<file path="config.mk">
export PLATFORM = sky130hd
export DESIGN_NAME = spi_mf_ctrl
export DESIGN_NICKNAME = d
export VERILOG_FILES = /design/src/rtl/spi_mf_pkg.sv /design/src/rtl/spi_mf_sync.sv /design/src/rtl/spi_mf_regs.sv /design/src/rtl/spi_mf_master.sv /design/src/rtl/spi_mf_slave.sv /design/src/rtl/spi_mf_ctrl.sv
export SDC_FILE = /design/constraint.sdc
export NUM_CORES = 1
export LEC_CHECK = 0
export ABC_CLOCK_PERIOD_IN_PS = 3280
export BUFFER_PORTS_ARGS = -buffer_cell sky130_fd_sc_hd__buf_2
export CAP_MARGIN = 20
export CORE_ASPECT_RATIO = 1.1
export CORE_UTILIZATION = 43
export DETAILED_ROUTE_END_ITERATION = 10
export GPL_TIMING_DRIVEN = 0
export SYNTH_ARGS = -nofsm -noshare
export SYNTH_HDL_FRONTEND = slang
export SYNTH_SLANG_ARGS = --single-unit
</file>
<file path="constraint.sdc">
create_clock -name clk -period 3.28 [get_ports clk]
set_input_delay 0.328 -clock clk [delete_from_list [all_inputs] [get_ports clk]]
set_output_delay 0.328 -clock clk [all_outputs]
set_load 0.1 [all_outputs]
</file>
<file path="src/rtl/spi_mf_pkg.sv">
// Shared definitions for the SPI port: register addresses and bit positions.
package spi_mf_pkg;

    typedef enum logic [1:0] {
        RA_CTRL = 2'd0,
        RA_STAT = 2'd1,
        RA_TXD  = 2'd2,
        RA_RXD  = 2'd3
    } reg_addr_e;

    localparam int CB_EN  = 0;
    localparam int CB_MST = 1;
    localparam int CB_EIE = 2;
    localparam int CB_FEN = 3;

    localparam int SB_FLT = 0;
    localparam int SB_TXE = 1;
    localparam int SB_RXF = 2;

    typedef struct packed {
        logic fault_en;
        logic err_ie;
        logic master;
        logic en;
    } ctrl_t;

endpackage

</file>
<file path="src/rtl/spi_mf_sync.sv">
// Multi-stage synchroniser for a vector of asynchronous inputs.
// Assumes each bit is independent; RST_VAL gives the idle level per bit.
module spi_mf_sync #(
    parameter int         W       = 3,
    parameter int         STAGES  = 2,
    parameter logic [W-1:0] RST_VAL = '0
) (
    input  logic         clk,
    input  logic         rst_n,
    input  logic [W-1:0] d_i,
    output logic [W-1:0] q_o
);

    logic [W-1:0] stage_q [STAGES];

    genvar g;
    generate
        for (g = 0; g < STAGES; g++) begin : g_stage
            // Shift the input one flop further along the chain.
            always_ff @(posedge clk) begin
                if (!rst_n) stage_q[g] <= RST_VAL;
                else if (g == 0) stage_q[g] <= d_i;
                else stage_q[g] <= stage_q[(g == 0) ? 0 : g-1];
            end
        end
    endgenerate

    assign q_o = stage_q[STAGES-1];

endmodule

</file>
<file path="src/rtl/spi_mf_regs.sv">
// Host register file: control bits, fault/transmit/receive flags, data words.
// Assumes single-cycle write and read strobes; reads are combinational.
module spi_mf_regs
    import spi_mf_pkg::*;
#(
    parameter int DW = 8
) (
    input  logic          clk,
    input  logic          rst_n,
    input  logic          reg_wr,
    input  logic          reg_rd,
    input  logic [1:0]    reg_addr,
    input  logic [DW-1:0] reg_wdata,
    output logic [DW-1:0] reg_rdata,
    input  logic          fault_cond,
    input  logic          tx_taken,
    input  logic          rx_done,
    input  logic [DW-1:0] rx_word,
    output ctrl_t         ctrl,
    output logic          fault_flag,
    output logic [DW-1:0] tx_data,
    output logic          tx_empty,
    output logic          rx_full,
    output logic          irq_err
);

    logic [DW-1:0] rx_data;
    logic          wr_ctrl, wr_stat, wr_txd, rd_rxd;

    assign wr_ctrl = reg_wr && (reg_addr == RA_CTRL);
    assign wr_stat = reg_wr && (reg_addr == RA_STAT);
    assign wr_txd  = reg_wr && (reg_addr == RA_TXD);
    assign rd_rxd  = reg_rd && (reg_addr == RA_RXD);

    // Control register update.
    always_ff @(posedge clk) begin
        if (!rst_n) ctrl <= '0;
        else if (wr_ctrl) begin
            ctrl.en       <= reg_wdata[CB_EN];
            ctrl.master   <= reg_wdata[CB_MST];
            ctrl.err_ie   <= reg_wdata[CB_EIE];
            ctrl.fault_en <= reg_wdata[CB_FEN];
        end
    end

    // Sticky fault flag: set wins, write-one clears only with no live condition.
    always_ff @(posedge clk) begin
        if (!rst_n) fault_flag <= 1'b0;
        else if (fault_cond) fault_flag <= 1'b1;
        else if (wr_stat && reg_wdata[SB_FLT]) fault_flag <= 1'b0;
    end

    // Transmit word and empty flag; forced empty while disabled.
    always_ff @(posedge clk) begin
        if (!rst_n) begin
            tx_data  <= '0;
            tx_empty <= 1'b1;
        end else begin
            if (wr_txd) tx_data <= reg_wdata;
            if (!ctrl.en) tx_empty <= 1'b1;
            else if (wr_txd) tx_empty <= 1'b0;
            else if (tx_taken) tx_empty <= 1'b1;
        end
    end

    // Receive word and full flag; completion wins over a read clear.
    always_ff @(posedge clk) begin
        if (!rst_n) begin
            rx_data <= '0;
            rx_full <= 1'b0;
        end else if (rx_done) begin
            rx_data <= rx_word;
            rx_full <= 1'b1;
        end else if (rd_rxd) begin
            rx_full <= 1'b0;
        end
    end

    // Read data multiplexer.
    always_comb begin
        reg_rdata = '0;
        case (reg_addr)
            RA_CTRL: begin
                reg_rdata[CB_EN]  = ctrl.en;
                reg_rdata[CB_MST] = ctrl.master;
                reg_rdata[CB_EIE] = ctrl.err_ie;
                reg_rdata[CB_FEN] = ctrl.fault_en;
            end
            RA_STAT: begin
                reg_rdata[SB_FLT] = fault_flag;
                reg_rdata[SB_TXE] = tx_empty;
                reg_rdata[SB_RXF] = rx_full;
            end
            RA_TXD:  reg_rdata = tx_data;
            default: reg_rdata = rx_data;
        endcase
    end

    assign irq_err = fault_flag && ctrl.err_ie && ctrl.fault_en && ctrl.en;

endmodule

</file>
<file path="src/rtl/spi_mf_master.sv">
// Master engine: mode-0 frame of DW bits, SCLK half period HALF_DIV clocks.
// Assumes start only when idle; a running frame always completes.
module spi_mf_master #(
    parameter int DW       = 8,
    parameter int HALF_DIV = 4
) (
    input  logic          clk,
    input  logic          rst_n,
    input  logic          start,
    input  logic [DW-1:0] load_data,
    input  logic          miso_i,
    output logic          busy,
    output logic          sclk_o,
    output logic          mosi_o,
    output logic          done,
    output logic [DW-1:0] rx_word
);

    localparam int DIV_W  = (HALF_DIV > 1) ? $clog2(HALF_DIV) : 1;
    localparam int EDGES  = 2 * DW;
    localparam int EDGE_W = $clog2(EDGES);
    localparam logic [DIV_W-1:0]  DIV_LAST  = DIV_W'(HALF_DIV - 1);
    localparam logic [EDGE_W-1:0] EDGE_LAST = EDGE_W'(EDGES - 1);

    logic [DW-1:0]     shift_q;
    logic [DIV_W-1:0]  div_cnt;
    logic [EDGE_W-1:0] edge_cnt;
    logic              rx_bit;
    logic              tick;

    assign tick    = busy && (div_cnt == DIV_LAST);
    assign done    = tick && sclk_o && (edge_cnt == EDGE_LAST);
    assign rx_word = {shift_q[DW-2:0], rx_bit};
    assign mosi_o  = shift_q[DW-1];

    // Clock divider, edge sequencing, sample on rise and shift on fall.
    always_ff @(posedge clk) begin
        if (!rst_n) begin
            busy     <= 1'b0;
            sclk_o   <= 1'b0;
            shift_q  <= '0;
            div_cnt  <= '0;
            edge_cnt <= '0;
            rx_bit   <= 1'b0;
        end else if (start && !busy) begin
            busy     <= 1'b1;
            sclk_o   <= 1'b0;
            shift_q  <= load_data;
            div_cnt  <= '0;
            edge_cnt <= '0;
        end else if (busy) begin
            if (tick) begin
                div_cnt  <= '0;
                sclk_o   <= ~sclk_o;
                edge_cnt <= edge_cnt + 1'b1;
                if (!sclk_o) rx_bit <= miso_i;
                else shift_q <= {shift_q[DW-2:0], rx_bit};
                if (done) busy <= 1'b0;
            end else begin
                div_cnt <= div_cnt + 1'b1;
            end
        end
    end

endmodule

</file>
<file path="src/rtl/spi_mf_slave.sv">
// Slave engine: synchronises SCLK/MOSI/SS, mode-0 shifting, abort on disable.
// Assumes SCLK is slow enough for the synchroniser (several clocks per phase).
module spi_mf_slave #(
    parameter int DW          = 8,
    parameter int SYNC_STAGES = 2
) (
    input  logic          clk,
    input  logic          rst_n,
    input  logic          enable,
    input  logic          load,
    input  logic [DW-1:0] load_data,
    input  logic          sclk_i,
    input  logic          mosi_i,
    input  logic          ss_i,
    output logic          miso_o,
    output logic          miso_oe,
    output logic          done,
    output logic [DW-1:0] rx_word,
    output logic          in_progress,
    output logic          ss_high
);

    localparam int CNT_W = $clog2(DW + 1);
    localparam logic [CNT_W-1:0] CNT_FULL = CNT_W'(DW);

    logic [2:0]       sync_q;
    logic             sclk_s, mosi_s, sclk_prev;
    logic             active, rise, fall;
    logic [CNT_W-1:0] bit_cnt;
    logic [DW-1:0]    shift_q;
    logic             rx_bit;

    spi_mf_sync #(
        .W      (3),
        .STAGES (SYNC_STAGES),
        .RST_VAL(3'b100)
    ) u_sync (
        .clk  (clk),
        .rst_n(rst_n),
        .d_i  ({ss_i, mosi_i, sclk_i}),
        .q_o  (sync_q)
    );

    assign sclk_s      = sync_q[0];
    assign mosi_s      = sync_q[1];
    assign ss_high     = sync_q[2];
    assign active      = enable && !ss_high;
    assign rise        = active && sclk_s && !sclk_prev;
    assign fall        = active && !sclk_s && sclk_prev;
    assign done        = fall && (bit_cnt == CNT_FULL);
    assign rx_word     = {shift_q[DW-2:0], rx_bit};
    assign in_progress = (bit_cnt != '0);
    assign miso_o      = shift_q[DW-1];
    assign miso_oe     = active;

    // Remember the previous synchronised clock level for edge detection.
    always_ff @(posedge clk) begin
        if (!rst_n) sclk_prev <= 1'b0;
        else sclk_prev <= sclk_s;
    end

    // Bit counter: cleared by disable (abort) or frame completion.
    always_ff @(posedge clk) begin
        if (!rst_n) bit_cnt <= '0;
        else if (!enable) bit_cnt <= '0;
        else if (done) bit_cnt <= '0;
        else if (rise) bit_cnt <= bit_cnt + 1'b1;
    end

    // Sample on rise, shift on fall, preload when idle.
    always_ff @(posedge clk) begin
        if (!rst_n) begin
            shift_q <= '0;
            rx_bit  <= 1'b0;
        end else begin
            if (rise) rx_bit <= mosi_s;
            if (load) shift_q <= load_data;
            else if (fall) shift_q <= {shift_q[DW-2:0], rx_bit};
        end
    end

endmodule

</file>
<file path="src/rtl/spi_mf_ctrl.sv">
// SPI port top: register file, master and slave engines, fault detection.
// Assumes one direction of operation at a time, selected by the master bit.
module spi_mf_ctrl
    import spi_mf_pkg::*;
#(
    parameter int DW          = 8,
    parameter int CLK_DIV     = 4,
    parameter int SYNC_STAGES = 2
) (
    input  logic          clk,
    input  logic          rst_n,
    input  logic          reg_wr,
    input  logic          reg_rd,
    input  logic [1:0]    reg_addr,
    input  logic [DW-1:0] reg_wdata,
    output logic [DW-1:0] reg_rdata,
    output logic          irq_err,
    output logic          sclk_o,
    output logic          mosi_o,
    output logic          ss_o,
    input  logic          miso_i,
    input  logic          sclk_i,
    input  logic          mosi_i,
    input  logic          ss_i,
    output logic          miso_o,
    output logic          miso_oe
);

    ctrl_t         ctrl;
    logic          fault_flag, fault_cond;
    logic [DW-1:0] tx_data, m_word, s_word, rx_word;
    logic          tx_empty, rx_full, tx_taken, rx_done;
    logic          m_start, m_busy, m_done;
    logic          s_load, s_done, s_in_progress, s_ss_high;

    // Fault: slave released mid-frame with fault supervision enabled.
    assign fault_cond = ctrl.en && !ctrl.master && ctrl.fault_en && s_ss_high && s_in_progress;
    assign m_start    = ctrl.en && ctrl.master && !tx_empty && !m_busy;
    assign s_load     = ctrl.en && !ctrl.master && !tx_empty && !s_in_progress;
    assign tx_taken   = m_start || s_load;
    assign rx_done    = m_done || s_done;
    assign rx_word    = m_done ? m_word : s_word;
    assign ss_o       = !m_busy;

    spi_mf_regs #(.DW(DW)) u_regs (
        .clk       (clk),
        .rst_n     (rst_n),
        .reg_wr    (reg_wr),
        .reg_rd    (reg_rd),
        .reg_addr  (reg_addr),
        .reg_wdata (reg_wdata),
        .reg_rdata (reg_rdata),
        .fault_cond(fault_cond),
        .tx_taken  (tx_taken),
        .rx_done   (rx_done),
        .rx_word   (rx_word),
        .ctrl      (ctrl),
        .fault_flag(fault_flag),
        .tx_data   (tx_data),
        .tx_empty  (tx_empty),
        .rx_full   (rx_full),
        .irq_err   (irq_err)
    );

    spi_mf_master #(.DW(DW), .HALF_DIV(CLK_DIV)) u_master (
        .clk      (clk),
        .rst_n    (rst_n),
        .start    (m_start),
        .load_data(tx_data),
        .miso_i   (miso_i),
        .busy     (m_busy),
        .sclk_o   (sclk_o),
        .mosi_o   (mosi_o),
        .done     (m_done),
        .rx_word  (m_word)
    );

    spi_mf_slave #(.DW(DW), .SYNC_STAGES(SYNC_STAGES)) u_slave (
        .clk        (clk),
        .rst_n      (rst_n),
        .enable     (ctrl.en && !ctrl.master),
        .load       (s_load),
        .load_data  (tx_data),
        .sclk_i     (sclk_i),
        .mosi_i     (mosi_i),
        .ss_i       (ss_i),
        .miso_o     (miso_o),
        .miso_oe    (miso_oe),
        .done       (s_done),
        .rx_word    (s_word),
        .in_progress(s_in_progress),
        .ss_high    (s_ss_high)
    );

endmodule

</file>
==> results of run 1 <==
synthesized netlist by cell type (3+ instances only):
| master | n | area share |
|---|---|---|
| sky130_fd_sc_hd__clkbuf_1 | 6 | 0.0080 |
| sky130_fd_sc_hd__xnor2_1 | 3 | 0.0094 |
| sky130_fd_sc_hd__a21oi_1 | 10 | 0.018 |
| sky130_fd_sc_hd__nor2b_1 | 18 | 0.040 |
| sky130_fd_sc_hd__o21ai_0 | 9 | 0.016 |
| sky130_fd_sc_hd__inv_1 | 4 | 0.0053 |
| sky130_fd_sc_hd__nand2_1 | 31 | 0.041 |
| sky130_fd_sc_hd__nand2b_1 | 4 | 0.0089 |
| sky130_fd_sc_hd__o31ai_1 | 8 | 0.021 |
| sky130_fd_sc_hd__mux2i_1 | 36 | 0.13 |
| sky130_fd_sc_hd__a31oi_1 | 9 | 0.020 |
| sky130_fd_sc_hd__dfxtp_1 | 60 | 0.43 |
| sky130_fd_sc_hd__o211a_1 | 8 | 0.029 |
| sky130_fd_sc_hd__nand4b_1 | 3 | 0.0094 |
| sky130_fd_sc_hd__buf_6 | 3 | 0.012 |
| sky130_fd_sc_hd__buf_2 | 4 | 0.0071 |
| sky130_fd_sc_hd__ha_1 | 4 | 0.018 |
| sky130_fd_sc_hd__and2_1 | 7 | 0.016 |
| sky130_fd_sc_hd__xor2_1 | 4 | 0.012 |
| sky130_fd_sc_hd__nor2_1 | 13 | 0.017 |
how the worst max path moves through the flow:
stage	slack (ps)	start	end	cells past startpoint
6_report	1290	u_regs.ctrl[0]$_SDFFE_PN0P_	miso_oe	2
5_1_grt	1200	u_regs.ctrl[0]$_SDFFE_PN0P_	miso_oe	2
4_1_cts	1260	u_regs.ctrl[0]$_SDFFE_PN0P_	miso_oe	2
3_5_place_dp	1330	reg_addr[1]	reg_rdata[3]	5
3_3_place_gp	1370	reg_addr[1]	reg_rdata[3]	5
2_1_floorplan	140	reg_addr[1]	reg_rdata[3]	3
per-layer routing:
| metal | global-route usage | wire length [um] | up-vias | share of wire |
|---|---|---|---|---|
| met5 | 0 | 0 | - | 0 |
| met4 | 0.104 | 121 | 0 | 0.020 |
| met3 | 0.0347 | 278 | 10 | 0.045 |
| met2 | 0.292 | 2640 | 46 | 0.43 |
| met1 | 0.274 | 3110 | 1012 | 0.51 |
| li1 | - | - | 1069 | - |
critical path, cell delays in order (launching register included):
cell	delay (ps)
sky130_fd_sc_hd__dfxtp_1	470
sky130_fd_sc_hd__nor3b_4	360
sky130_fd_sc_hd__buf_2	490
stage by stage:
| step | worst slack, ps | util | instances | power [uW] |
|---|---|---|---|---|
| 2_1_floorplan | 145 | - | 279 | 821 |
| 3_3_place_gp | 1370 | 0.492 | 390 | 850 |
| 3_5_place_dp | 1330 | 0.492 | 390 | 851 |
| 4_1_cts | 1260 | 0.530 | 406 | 1630 |
| 5_1_grt | 1200 | 0.530 | 406 | 1660 |
| 6_report | 1290 | 0.530 | 406 | 1610 |
logic make-up after synthesis:
group           count (synthesis)
compound gates                 52
xor+xnor                        7
fa+ha+maj                       4
buf+inv                        21
flops                          60
mux                            39
simple gates                   96
layout make-up:
class	instances	area share
clock buffer	13	0.0512
clock inverter	3	0.0205
sequential	60	0.364
inverter	4	0.00455
multi-input combinational	198	0.440
buffer	17	0.0429
timing repair buffer	31	0.0470
tap	80	0.0303
power groups by stage:
stage / registers [uW] / clock network, uW / logic, uW
floorplan: 759 / 0 / 62.4
global placement: 763 / 0 / 87.6
detailed placement: 763 / 0 / 87.7
CTS: 746 / 793 / 88.3
global route: 747 / 819 / 95.4
finish: 747 / 775 / 87.4
registers in the layout, indices dropped and copies added (netlist names), 2 cells and up:
| register | flops |
|---|---|
| u_master.div_cnt | 2 |
| u_master.edge_cnt | 4 |
| u_master.shift_q | 8 |
| u_regs.ctrl | 4 |
| u_regs.rx_data | 8 |
| u_regs.tx_data | 8 |
| u_slave.bit_cnt | 4 |
| u_slave.shift_q | 8 |
| u_slave.u_sync.stage_q | 6 |
==> flow_results.org, run 1 <==
** Outcome
- Outcome :: complete, no violations

** Floorplan
- Row cnt :: 30
- The initial utilization of the core area, before any placement, comes to 0.451.
- The die is just under 80 um wide.
- Die span in y :: 86.8 um
- Die outline area :: 6860 um2
- Core region area :: 6230 um2
- Pin placement for this block handled 32 I/O pins.

** Detailed routing
- Detailed routing inserted a total of between 2000 and 2500 vias.
- Average wire per standard cell :: approximately 15 um
- Number of design rule violations left after detail routing :: 0
- Starting DRC count in detailed routing :: 132
- After detailed routing, the number of vias per cell comes to 5.26.
- Number of detailed-routing iterations run before antenna repair :: 4
- Once detail routing completed, the nets flagged for antenna violations numbered 0.
- For this block, the routed nets add up to 6.15 mm of wire.

** CTS
- Inserted Clock Buffers :: 9
- CTS H-tree lvls :: 3
- Total of hold buffers inserted after clock tree synthesis :: 0
- TritonCTS clock tree :: yes
- The number of gates resized after CTS was 0.
- Number of sinks on the clock net :: 60
- After clock tree synthesis, the setup repair step added 0 buffers.
- After clock tree synthesis, the clock-pin slew on the worst setup and hold paths is approximately 70 ps.
- Clock Latency Late Sink :: 330 ps
- Bufs on Longest Clock Path :: 2
- The tree is rooted in a sky130_fd_sc_hd__clkbuf_8.

** Synth
- The Yosys step of the flow raised 0 warnings.
- For this run, the register share of the synthesized area comes to 0.428.
- After synthesis, the share of flip-flops with an asynchronous set or reset is 0.
- Counting flops with a built-in enable in the synthesized netlist gives 0.
- The area fraction in compound gates after synthesis was 0.127.
- The most used flip-flop cell after synthesis is sky130_fd_sc_hd__dfxtp_1.
- Synth Area in Adders :: 0.0178
- Of the total synthesized cell area, the portion taken by XOR and XNOR cells is 0.0218.
- In this run the cell area of the synthesized design comes to 2810 um2.
- After synthesis, the largest family of logic cells by area is simple AND/OR/NAND/NOR gates.
- The portion of synthesized area spent on multiplexers is 0.154.
- The number of nets in the synthesized netlist is 301.
- Simple-gate portion of the synthesized area :: 0.196
- The synthesized netlist contains 47 unique library cells.
- Mapped Cells :: 279
- Per-instance average area after synthesis :: 10.1 um2
- Number of storage elements in the synthesis netlist :: 60

** Global route
- The number of global-route vias before repair is 1998.
- After global routing the overflow that remains totals 0.
- The first global-routing pass estimated 10.1 mm of wire.
- The number of antenna violations at the first check in global routing came to 0.
- Across every metal layer, demand over resource in global routing totals 0.198.
- Entering global routing, the biggest net connects 11 pins.

** Timing
- The tightest hold path in the finished design has a slack of 177 ps.
- Based on the critical path, the design can be clocked at up to 503 MHz.
- Transition time of the tightest slew-check pin :: 542 ps
- Setup violation total in the final timing report :: 0
- Summed over all failing endpoints, the final setup total negative slack is 0 ps.
- Number of max-slew violations in the final report :: 0
- The smallest clock period supported by the final layout is computed as 1990 ps.
- The number of hold violations in the final report was 0.
- Worst Skew :: 7.98 ps
- Max_slew headroom :: 0.639
- In the finished design, the share of the clock period the worst path needs comes to 0.606.
- Setup repair after global routing left no endpoint under its margin.

** Cells and area
- Layout filler cell count :: around 600
- The number of antenna diodes in the final layout is 0.
- The library cell used most frequently in the layout, excluding fill and tap cells, is sky130_fd_sc_hd__dfxtp_1.
- Commonest cells after routing, fill and taps aside :: sky130_fd_sc_hd__dfxtp_1, sky130_fd_sc_hd__mux2i_1, sky130_fd_sc_hd__buf_2, sky130_fd_sc_hd__nand2_1, sky130_fd_sc_hd__nor2b_1
- In the final layout, the share of cells above drive strength 1 is 0.212.
- Summing all non-filler instances in the final layout gives an area of 3300 um2.
- Post-synthesis to final-layout area growth :: 17.5%
- Register area :: 1200 um2
- In the final design database the tool counted 343 nets.
- Summing all multi-input logic gate instances after layout gives 1450 um2.

** Power and ir drop
- Of the total power, combinational logic draws 0.054.
- Cell leakage power :: 0.00143 uW
- Power spread over the standard cell area amounts to roughly 500 nW/um2.
- The analysis attributes to net switching a power of 344 uW.
- Proportion of power drawn by flip-flops and latches :: 0.464
- Internal power comes to 1260 uW.
- Part of the power in the clock network :: 0.482
- Peak VDD IR :: 0.000259 V
- Switching power as a share of total power :: 0.214

** Worst hold path
- Class of the most critical hold timing path :: in2reg
- Sink of the worst hold path :: u_slave.u_sync.stage_q[0][2]$_SDFF_PN1_
- Startpoint of the lowest-slack hold path :: ss_i
- Depth of the worst hold-timing path :: 2

** Setup path
- Crit path required time :: 2950 ps
- The worst register-to-register path begins at u_slave.bit_cnt[0]$_SDFFE_PP0P_.
- Data arrives at the worst endpoint at 1660 ps.
- Startpoint type of the worst setup path :: flip-flop
- The endpoint identified for the worst register-to-register timing path is u_slave.shift_q[0]$_SDFFE_PN0P_.
- Along the worst path, the maximum fanout reaches 8.
- Worst setup path class :: reg2out
- Logic depth of the worst register-to-register path :: 8
- STA classifies the critical path endpoint as a primary output.
- Worst-case register-to-register setup slack :: 1480 ps

** Place
- The HPWL after detailed placement is roughly 4.4 mm.
- Input/output buffers :: 31
- Routability congestion estimate from global placement :: 0.793
- DP Area :: roughly 3100 um2

** Run
- Max-cap violations :: 0
(Power assumes the default switching activity.)
==> run 2: changes to the inputs <==
--- a/config.mk
+++ b/config.mk
@@ -5,7 +5,7 @@
 export SDC_FILE = /design/constraint.sdc
 export NUM_CORES = 1
 export LEC_CHECK = 0
-export ABC_CLOCK_PERIOD_IN_PS = 3280
+export ABC_CLOCK_PERIOD_IN_PS = 1700
 export BUFFER_PORTS_ARGS = -buffer_cell sky130_fd_sc_hd__buf_2
 export CAP_MARGIN = 20
 export CORE_ASPECT_RATIO = 1.1
==> constraint.sdc (replaced) <==
create_clock -name clk -period 1.7 [get_ports clk]
set_input_delay 0.17 -clock clk [delete_from_list [all_inputs] [get_ports clk]]
set_output_delay 0.17 -clock clk [all_outputs]
set_load 0.1 [all_outputs]
==> flow_results.org, run 2 (same netlist as run 1, synthesis figures left out) <==
** Timing
- At the pin with the least slew margin, the transition time is 546 ps.
- Worst Skew :: around 6.6 ps
- Based on the critical path, the design can be clocked at up to 585 MHz.
- Post-layout minimum cycle time :: 1710 ps
- Final hold vios :: 0
- Final critical-path share of the clock period :: 1.01
- Setup slack of the critical path after layout :: -10.5 ps
- Setup repair after global routing could not meet its margin everywhere.
- Worst hold slack after final layout :: about 15 ps
- Setup violation total in the final timing report :: 2
- Number of max-slew violations in the final report :: 0
- Headroom to the max-slew limit came out at 0.636.

** CTS
- No sink is reached through more buffers than the 2 on the longest clock path.
- Clock latency on the worst-skew pair, taken at its later pin, is about 340 ps.
- Clock-pin slew was measured on the worst setup and hold paths at 70 ps.
- CTS placed an instance of sky130_fd_sc_hd__clkbuf_8 at the clock tree root.
- In this run the number of H-tree levels came out at 3.
- Buffers inserted during clock tree synthesis total 9.
- TritonCTS built the clock tree.
- CTS saw 60 sinks.

** Setup path
- Data arrival time of the worst path :: 1940 ps
- Startpoint type of the worst setup path :: flip-flop
- The worst setup path is captured at a flip-flop.
- Tracing the worst setup path back leads to its startpoint at u_slave.bit_cnt[0]$_SDFFE_PP0P_.
- Worst-case register-to-register setup slack :: -10 ps
- The most critical setup path has its endpoint at u_slave.shift_q[1]$_SDFFE_PN0P_.
- The number of buffers and inverters on the critical path is 2.
- Kind of cell adding the most delay to the critical path :: simple AND/OR/NAND/NOR gates
- Worst path max stage delay :: 480 ps
- Logic depth of the worst setup path including buffers :: 7
- In this run the worst path has a maximum fanout of 5.
- Reg-to-Reg End :: u_slave.shift_q[1]$_SDFFE_PN0P_
- Max stage delay cell, worst path :: sky130_fd_sc_hd__or4_4
- The critical path is of the reg2reg type.
- In this run the critical register-to-register path is launched from u_slave.bit_cnt[0]$_SDFFE_PP0P_.
- Crit path required time :: around 1900 ps
- Cell-by-cell listing of the critical path :: inv_2, ha_4, or2b_4, or4_4, buf_8, o21ai_2, a31oi_1
- Measured in cells, the most critical reg-to-reg path has a length of 7.

** Power and ir drop
- Net Switching :: approximately 660 uW
- Peak VDD IR :: 0.000717 V
- Of the total power, registers draw 0.464.
- Of the total power, combinational logic draws 0.056.
- Cell internal pwr :: 2440 uW
- Part of the power in the clock network :: 0.480
- Power per standard cell area :: around 900 nW/um2
- Cell leakage power :: 0.00149 uW
- Of the total power, the share spent switching nets is 0.214.

** Detailed routing
- Starting DRC count in detailed routing :: 112
- The routed layout has 2145 vias.
- Number of design rule violations left after detail routing :: 0
- The detail route stage leaves a number of antenna-violating nets equal to 0.
- Vias per Instance :: ~5.2
- The first detailed-routing pass ran for 4 iterations.
- Routed Wire Length :: 6.29 mm
- Average wire per standard cell :: roughly 15 um

** Cells and area
- Post-layout instance area :: 3430 um2
- Of the cells placed in the final design, the portion with a size suffix greater than 1 is 0.277.
- The library cell used most frequently in the layout, excluding fill and tap cells, is sky130_fd_sc_hd__dfxtp_1.
- Number of nets in the layout :: 349
- In the layout the commonest cells are sky130_fd_sc_hd__dfxtp_1, sky130_fd_sc_hd__mux2i_1, sky130_fd_sc_hd__buf_2, sky130_fd_sc_hd__nand2_1, sky130_fd_sc_hd__nor2b_1.
- The repair_antennas step left the layout with diodes totalling 0.
- Compared with the post-synthesis result, the final layout area differs by 22.1%.
- Once layout is complete, the cells apart from fillers number between 400 and 500.

** Global route
- Via count of the first global-routing pass :: 2005
- Entering global routing, the biggest net connects 11 pins.
- Remaining global-route overflow :: 0
- First-pass GRT wire length :: 9.97 mm
- The number of antenna violations at the first check in global routing is 0.
- Across every metal layer, demand over resource in global routing totals 0.196.

** Floorplan
- Row generation in the floorplan step produced 30 rows.
- In this run the vertical extent of the chip is 86.8 um.
- For this configuration, the core starts out at a cell density of 0.451.
- After floorplanning, the core was sized to cover 6230 um2.
- Die outline area :: 6860 um2
- Horizontal extent of the die :: 79.0 um
- Pin placement for this block handled 32 I/O pins.

** Place
- Once detailed placement completed, the half-perimeter wirelength came to 4.31 mm.
- DP Worst Slack :: -85.9 ps
- Input/output buffers :: 31
- After detailed placement, the total cell area comes to 3070 um2.
- Routability congestion estimate from global placement :: 0.757
- # placed instances :: 390

** Worst hold path
- In this run the worst hold path is classified as in2reg.
- The worst hold path begins at ss_i.

** Outcome
- Outcome :: complete, but fails checks
- Violations in the final reports :: setup timing

** Run
- The tool flagged a number of max-cap violations equal to 0.
## run 2: power groups by stage
| stage | registers, uW | clock network [uW] | logic [uW] |
|---|---|---|---|
| floorplan | 1460 | 0 | 122 |
| global placement | 1470 | 0 | 168 |
| detailed placement | 1470 | 0 | 169 |
| CTS | 1440 | 1530 | 171 |
| global route | 1440 | 1610 | 186 |
| finish | 1440 | 1490 | 173 |
## run 2: routing by layer
metal	wire length [um]	up-vias	part of all wire	GRT usage
met1	2990	993	0.48	0.250
met4	106	0	0.017	0.104
met3	289	7	0.046	0.0547
li1	-	1091	-	-
met5	0	-	0	0
met2	2900	54	0.46	0.302
## run 2: how the worst min path moves through the flow
stage | end | cells after the start | slack, ps
CTS | u_slave.u_sync.stage_q[0][2]$_SDFF_PN1_ | 2 | 1
detailed placement | u_slave.u_sync.stage_q[0][2]$_SDFF_PN1_ | 2 | 370
global placement | u_slave.u_sync.stage_q[0][2]$_SDFF_PN1_ | 2 | 350
floorplan | u_slave.u_sync.stage_q[0][2]$_SDFF_PN1_ | 1 | 270
global route | u_slave.u_sync.stage_q[0][2]$_SDFF_PN1_ | 2 | 20
finish | u_slave.u_sync.stage_q[0][2]$_SDFF_PN1_ | 2 | 10
## run 2: stage by stage
step                       util  setup TNS, ps  power, uW
after floorplan               -          -7510       1580
after global placement    0.493           -311       1640
after detailed placement  0.493           -361       1640
after CTS                 0.534          -16.2       3140
after global routing      0.550           -242       3240
final                     0.550          -19.8       3100
## run 2: area by class of cell
class	instances	area [um2]
clock buffers	12	165
fillers	592	2800
clock inverters	4	70.1
flip-flops and latches	60	1210
multi-input cells	199	1510
inverters	4	15.0
plain buffers	15	124
well taps	80	100
repair buffers	38	240
## run 2: timing repair
item | 4_1_cts | 5_1_grt
setup buffers | 3 | 3
hold buffers | 0 | 0
pin swaps | 2 | 0
cloned | 0 | 2
gates resized for setup | 4 | 16
setup endpoints to repair | 21 | 28
## run 2: worst register-to-register path, delay by kind of cell (launching register included)
| kind | cells | cell delay (ps) |
|---|---|---|
| compound gates | 2 | 140 |
| buf+inv | 2 | 240 |
| flops | 1 | 320 |
| simple gates | 2 | 750 |
| fa+ha+maj | 1 | 130 |
